File: config.mk
export PLATFORM = sky130hd
export DESIGN_NAME = sd_init_clk_seq
export DESIGN_NICKNAME = d
export VERILOG_FILES = /design/src/rtl/sd_init_pkg.sv /design/src/rtl/sd_init_ctrl.sv /design/src/rtl/sd_init_burst_cnt.sv /design/src/rtl/sd_init_cmd_gate.sv /design/src/rtl/sd_init_clk_seq.sv
export SDC_FILE = /design/constraint.sdc
export NUM_CORES = 1
export LEC_CHECK = 0
export CAP_MARGIN = 10
export CORE_AREA = 4 4 41 43
export CTS_BUF_LIST = sky130_fd_sc_hd__clkbuf_8 sky130_fd_sc_hd__clkbuf_16
export DETAILED_ROUTE_END_ITERATION = 8
export DIE_AREA = 0 0 45 47
export PLACE_DENSITY = 0.71
export SYNTH_ARGS = -nofsm -noshare
export SYNTH_HDL_FRONTEND = slang
export SYNTH_SLANG_ARGS = --single-unit
File: constraint.sdc
create_clock -name clk_i -period 1.73 [get_ports clk_i]
set_input_delay 0.173 -clock clk_i [delete_from_list [all_inputs] [get_ports clk_i]]
set_output_delay 0.173 -clock clk_i [all_outputs]
set_load 0.02 [all_outputs]
File: src/rtl/sd_init_pkg.sv
package sd_init_pkg;
  function automatic int cnt_width(input int n);
    return (n <= 2) ? 1 : $clog2(n);
  endfunction
endpackage

File: src/rtl/sd_init_ctrl.sv
module sd_init_ctrl (
  input  logic clk_i,
  input  logic rst_ni,
  input  logic wr_en_i,
  input  logic wr_data_i,
  input  logic cmd_inhibit_i,
  input  logic dat_inhibit_i,
  input  logic last_i,
  output logic arm_o,
  output logic active_o
);
  logic active_q;

  // only a 1 written to an idle bit with quiet lines arms; 0 is never honoured
  assign arm_o = wr_en_i & wr_data_i & ~active_q & ~cmd_inhibit_i & ~dat_inhibit_i;

  always_ff @(posedge clk_i or negedge rst_ni) begin
    if (!rst_ni)     active_q <= 1'b0;
    else if (arm_o)  active_q <= 1'b1;
    else if (last_i) active_q <= 1'b0;
  end

  assign active_o = active_q;
endmodule

File: src/rtl/sd_init_burst_cnt.sv
module sd_init_burst_cnt #(
  parameter int BURST_LEN = 80
) (
  input  logic clk_i,
  input  logic rst_ni,
  input  logic clear_i,
  input  logic run_i,
  input  logic tick_i,
  output logic last_o
);
  import sd_init_pkg::*;
  localparam int CNT_W = cnt_width(BURST_LEN);
  localparam logic [CNT_W-1:0] LAST_VAL = CNT_W'(BURST_LEN - 1);

  logic [CNT_W-1:0] cnt_q;

  assign last_o = run_i & tick_i & (cnt_q == LAST_VAL);

  always_ff @(posedge clk_i or negedge rst_ni) begin
    if (!rst_ni)               cnt_q <= '0;
    else if (clear_i)          cnt_q <= '0;
    else if (run_i && tick_i)  cnt_q <= last_o ? '0 : cnt_q + 1'b1;
  end
endmodule

File: src/rtl/sd_init_cmd_gate.sv
module sd_init_cmd_gate (
  input  logic clk_i,
  input  logic rst_ni,
  input  logic active_i,
  input  logic last_i,
  input  logic cmd_req_i,
  output logic cmd_start_o
);
  logic pend_q, release_q;

  always_ff @(posedge clk_i or negedge rst_ni) begin
    if (!rst_ni) begin
      pend_q    <= 1'b0;
      release_q <= 1'b0;
    end else begin
      release_q <= last_i & (pend_q | cmd_req_i);
      if (last_i)                    pend_q <= 1'b0;
      else if (active_i && cmd_req_i) pend_q <= 1'b1;
    end
  end

  assign cmd_start_o = release_q | (cmd_req_i & ~active_i);
endmodule

File: src/rtl/sd_init_clk_seq.sv
module sd_init_clk_seq #(
  parameter int BURST_LEN = 80
) (
  input  logic clk_i,
  input  logic rst_ni,
  input  logic wr_en_i,
  input  logic wr_data_i,
  input  logic cmd_inhibit_i,
  input  logic dat_inhibit_i,
  input  logic sd_tick_i,
  input  logic cmd_req_i,
  output logic init_active_o,
  output logic clk_force_o,
  output logic cmd_start_o
);
  logic arm, active, last;

  sd_init_ctrl i_ctrl (
    .clk_i         (clk_i),
    .rst_ni        (rst_ni),
    .wr_en_i       (wr_en_i),
    .wr_data_i     (wr_data_i),
    .cmd_inhibit_i (cmd_inhibit_i),
    .dat_inhibit_i (dat_inhibit_i),
    .last_i        (last),
    .arm_o         (arm),
    .active_o      (active)
  );

  sd_init_burst_cnt #(.BURST_LEN(BURST_LEN)) i_cnt (
    .clk_i   (clk_i),
    .rst_ni  (rst_ni),
    .clear_i (arm),
    .run_i   (active),
    .tick_i  (sd_tick_i),
    .last_o  (last)
  );

  sd_init_cmd_gate i_gate (
    .clk_i       (clk_i),
    .rst_ni      (rst_ni),
    .active_i    (active),
    .last_i      (last),
    .cmd_req_i   (cmd_req_i),
    .cmd_start_o (cmd_start_o)
  );

  assign init_active_o = active;
  assign clk_force_o   = active;
endmodule

==> results.md <==
- Vias in the first global route: roughly 460
- Max-cap violations: 0
- Fmax: 652 MHz
- # nets final: 76
- Initial DRC Count: 13
- Pleak: around 0.32 nW
- Vias per cell: 5.35
- Drt drc: 0
- Chip height: 47 um
- Crit Reg-Reg Startpoint: i_cnt.cnt_q[0]
- Sw Pwr: 270 uW
- Period utilization: 0.886
- Worst-skew pair later-pin latency: around 230 ps
- Int Power: 589 uW
- CP startpoint kind: register
- HP Class: in2async
- Synth Area per Inst: 10.5 um^2
- Syn Inst Count: 52
- Final Hold Fails: 0
- FF-to-FF End: i_cnt.cnt_q[0]
- # diodes: 0
- Final ANT Viol Nets: 0
- Post-CTS Hold Buffers: 0
- Post-synth EDFFs: 0
- Routability cong.: 0.758
- Most common cell after layout, fill and taps aside: dfrtp_1
- Worst vdd ir: 0.000585 V
- Net Count, Synth: between 60 and 70
- Status: finished clean
- Antenna violations before repair: 0
- Seq/Total Area, Yosys: 0.457
- Top cell type's share of synthesized area: 0.457
- Worst R2R Setup Slack: 200 ps
- Detailed Routing Iterations Pass 1: 4
- Worst Setup End Kind: register
- Distinct cell type count after synthesis: 26
- Fin crit period: around 1500 ps
- IO Count: 11
- Top FF cell, synth: dfrtp_1
- Headroom to the max-slew limit: 0.653
- Most frequent cells in the layout: dfrtp_1 (10), clkdlybuf4s50_1 (9), nor2_1 (5)
- Setup bufs post-CTS: 0
- Core area: 0.00130 mm^2
- Clock buffer depth: 2
- Initial Utilization: 0.421
- #FFs+latches synth: 10
- Final Skew: 1.64 ps
- Worst hold margin: 254 ps
- P per Cell Area: ~1200 mW/mm^2
- Area contributors post-synth: dfrtp_1 (46%), nor4_4 (7.8%), nand4_4 (3.9%)
- Clock Power Share: 0.337
- Yosys warnings: 0
- Synth area leader: dfrtp_1
- Area Growth Syn to Fin: 31.5%
- Fin. max-slew vios: 0
- Via count: 433
- Post-DP HPWL: 867 um
- Congestion Overflow GR: 0
- WL/cell: 14.5 um
- Fraction of layout cells with a size suffix above 1: 0.136
- RSZ-0062 raised after global routing: false
- Root Driver: clkbuf_8
- Setup violations, final: 0
- Die W: between 40 and 50 um
- Sw Share: 0.314
- Post-synthesis cell area: 548 um^2
- Row count: 13
- Critical path peak fanout: 5
- Clock-pin slew on the worst setup and hold paths: 50 ps
- Post_cts resized: 0
- Inserted Clock Buffers: 3
- Least-Margin Pin Slew: 516 ps
- Buffers on Ports: 10
- Worst R2R Path Depth: 5
- Total clock sinks: 10
- CTS tree: built
- First-pass GRT wire length: between 2 and 2.5 mm
- Power share of the sequential group: 0.442
- Comb power frac: 0.221
- H-tree depth: 1
- Ys async rst share: 1.00
- Total power: 860 uW
- Post-Route Setup TNS: 0 ps
- Largest net degree at the start of global routing: 11
- Worst EP arrival: between 1500 and 2000 ps
- Post-Route WL: 1.17 mm
- CP Class: reg2reg
- Req. time, crit path: 1830 ps
- Full die area: 0.00212 mm^2
- Tot GR Track Use: 0.140
==> worst max-delay path by stage <==
stage                    start        endpoint  slack, ps  cells past startpoint
2_1_floorplan  i_ctrl.active_o  i_cnt.cnt_q[0]        380                      5
3_3_place_gp         cmd_req_i     cmd_start_o        170                      3
3_5_place_dp         sd_tick_i  i_cnt.cnt_q[0]        130                      5
4_1_cts        i_ctrl.active_o     cmd_start_o         50                      3
5_1_grt         i_cnt.cnt_q[0]  i_cnt.cnt_q[0]         50                      5
6_report        i_cnt.cnt_q[0]  i_cnt.cnt_q[0]        200                      5
==> area by class of cell <==
cell class / count / area, um^2
Multi-Input combinational cell: 38 / 272
Fill cell: 119 / 581
Sequential cell: 10 / 250
Clock buffer: 4 / 55.1
Timing Repair Buffer: 12 / 118
Tap cell: 15 / 18.8
Inverter: 2 / 7.51
==> power by group through the flow <==
stage / logic, mW / clock network, mW / registers [mW]
5_1_grt: 0.214 / 0.311 / 0.392
3_5_place_dp: 0.187 / 0 / 0.381
4_1_cts: 0.192 / 0.299 / 0.379
3_3_place_gp: 0.184 / 0 / 0.380
2_1_floorplan: 0.140 / 0 / 0.360
6_report: 0.190 / 0.290 / 0.380
==> registers in the layout, summed over array words and instances (netlist names) <==
| name | count |
|---|---|
| i_cnt.cnt_q | 7 |
| i_ctrl.active_o | 1 |
| i_gate.pend_q | 1 |
| i_gate.release_q | 1 |
==> Yosys cell counts (2+ instances only) <==
| cell type | instances |
|---|---|
| nand3_1 | 4 |
| inv_1 | 2 |
| nand2b_1 | 2 |
| nor4_4 | 2 |
| dfrtp_1 | 10 |
| nor2_1 | 5 |
| a21oi_1 | 3 |
| nand2_1 | 4 |
| o21ai_0 | 2 |
| xor2_1 | 2 |
==> stage by stage <==
| step | std cells | worst slack [ps] | utilization | area, um^2 |
|---|---|---|---|---|
| finish | 81 | 197 | 0.554 | 721 |
| global route | 81 | 51.9 | 0.554 | 721 |
| CTS | 81 | 54.7 | 0.552 | 718 |
| detailed placement | 77 | 134 | 0.510 | 663 |
| global placement | 77 | 172 | 0.510 | 663 |
| floorplan | 52 | 375 | - | 548 |
==> routing by layer <==
metal / vias to the layer above / share of wire / wire, um / GRT usage
met5: - / 0 / 0 / 0
met4: 0 / 0.0077 / 9 / 0.105
met3: 2 / 0.037 / 43 / 0.0230
met2: 12 / 0.53 / 625 / 0.243
met1: 207 / 0.42 / 493 / 0.153
li1: 212 / - / - / -
==> logic make-up after synthesis <==
logic type	Yosys count	synth area share
DFF	10	0.457
and+or+nand+nor	24	0.315
buffers and inverters	4	0.0480
xor gates and xnor gates	3	0.0480
adders and majority gates	1	0.0228
AOI/OAI and AO/OA	10	0.110
==> critical path: stages (launching register included) <==
cell	delay [ps]
dfrtp_1	430
ha_1	270
inv_1	110
nor4_4	360
or3_1	170
o21ai_1	60
Power figures use the tool's default switching activity.
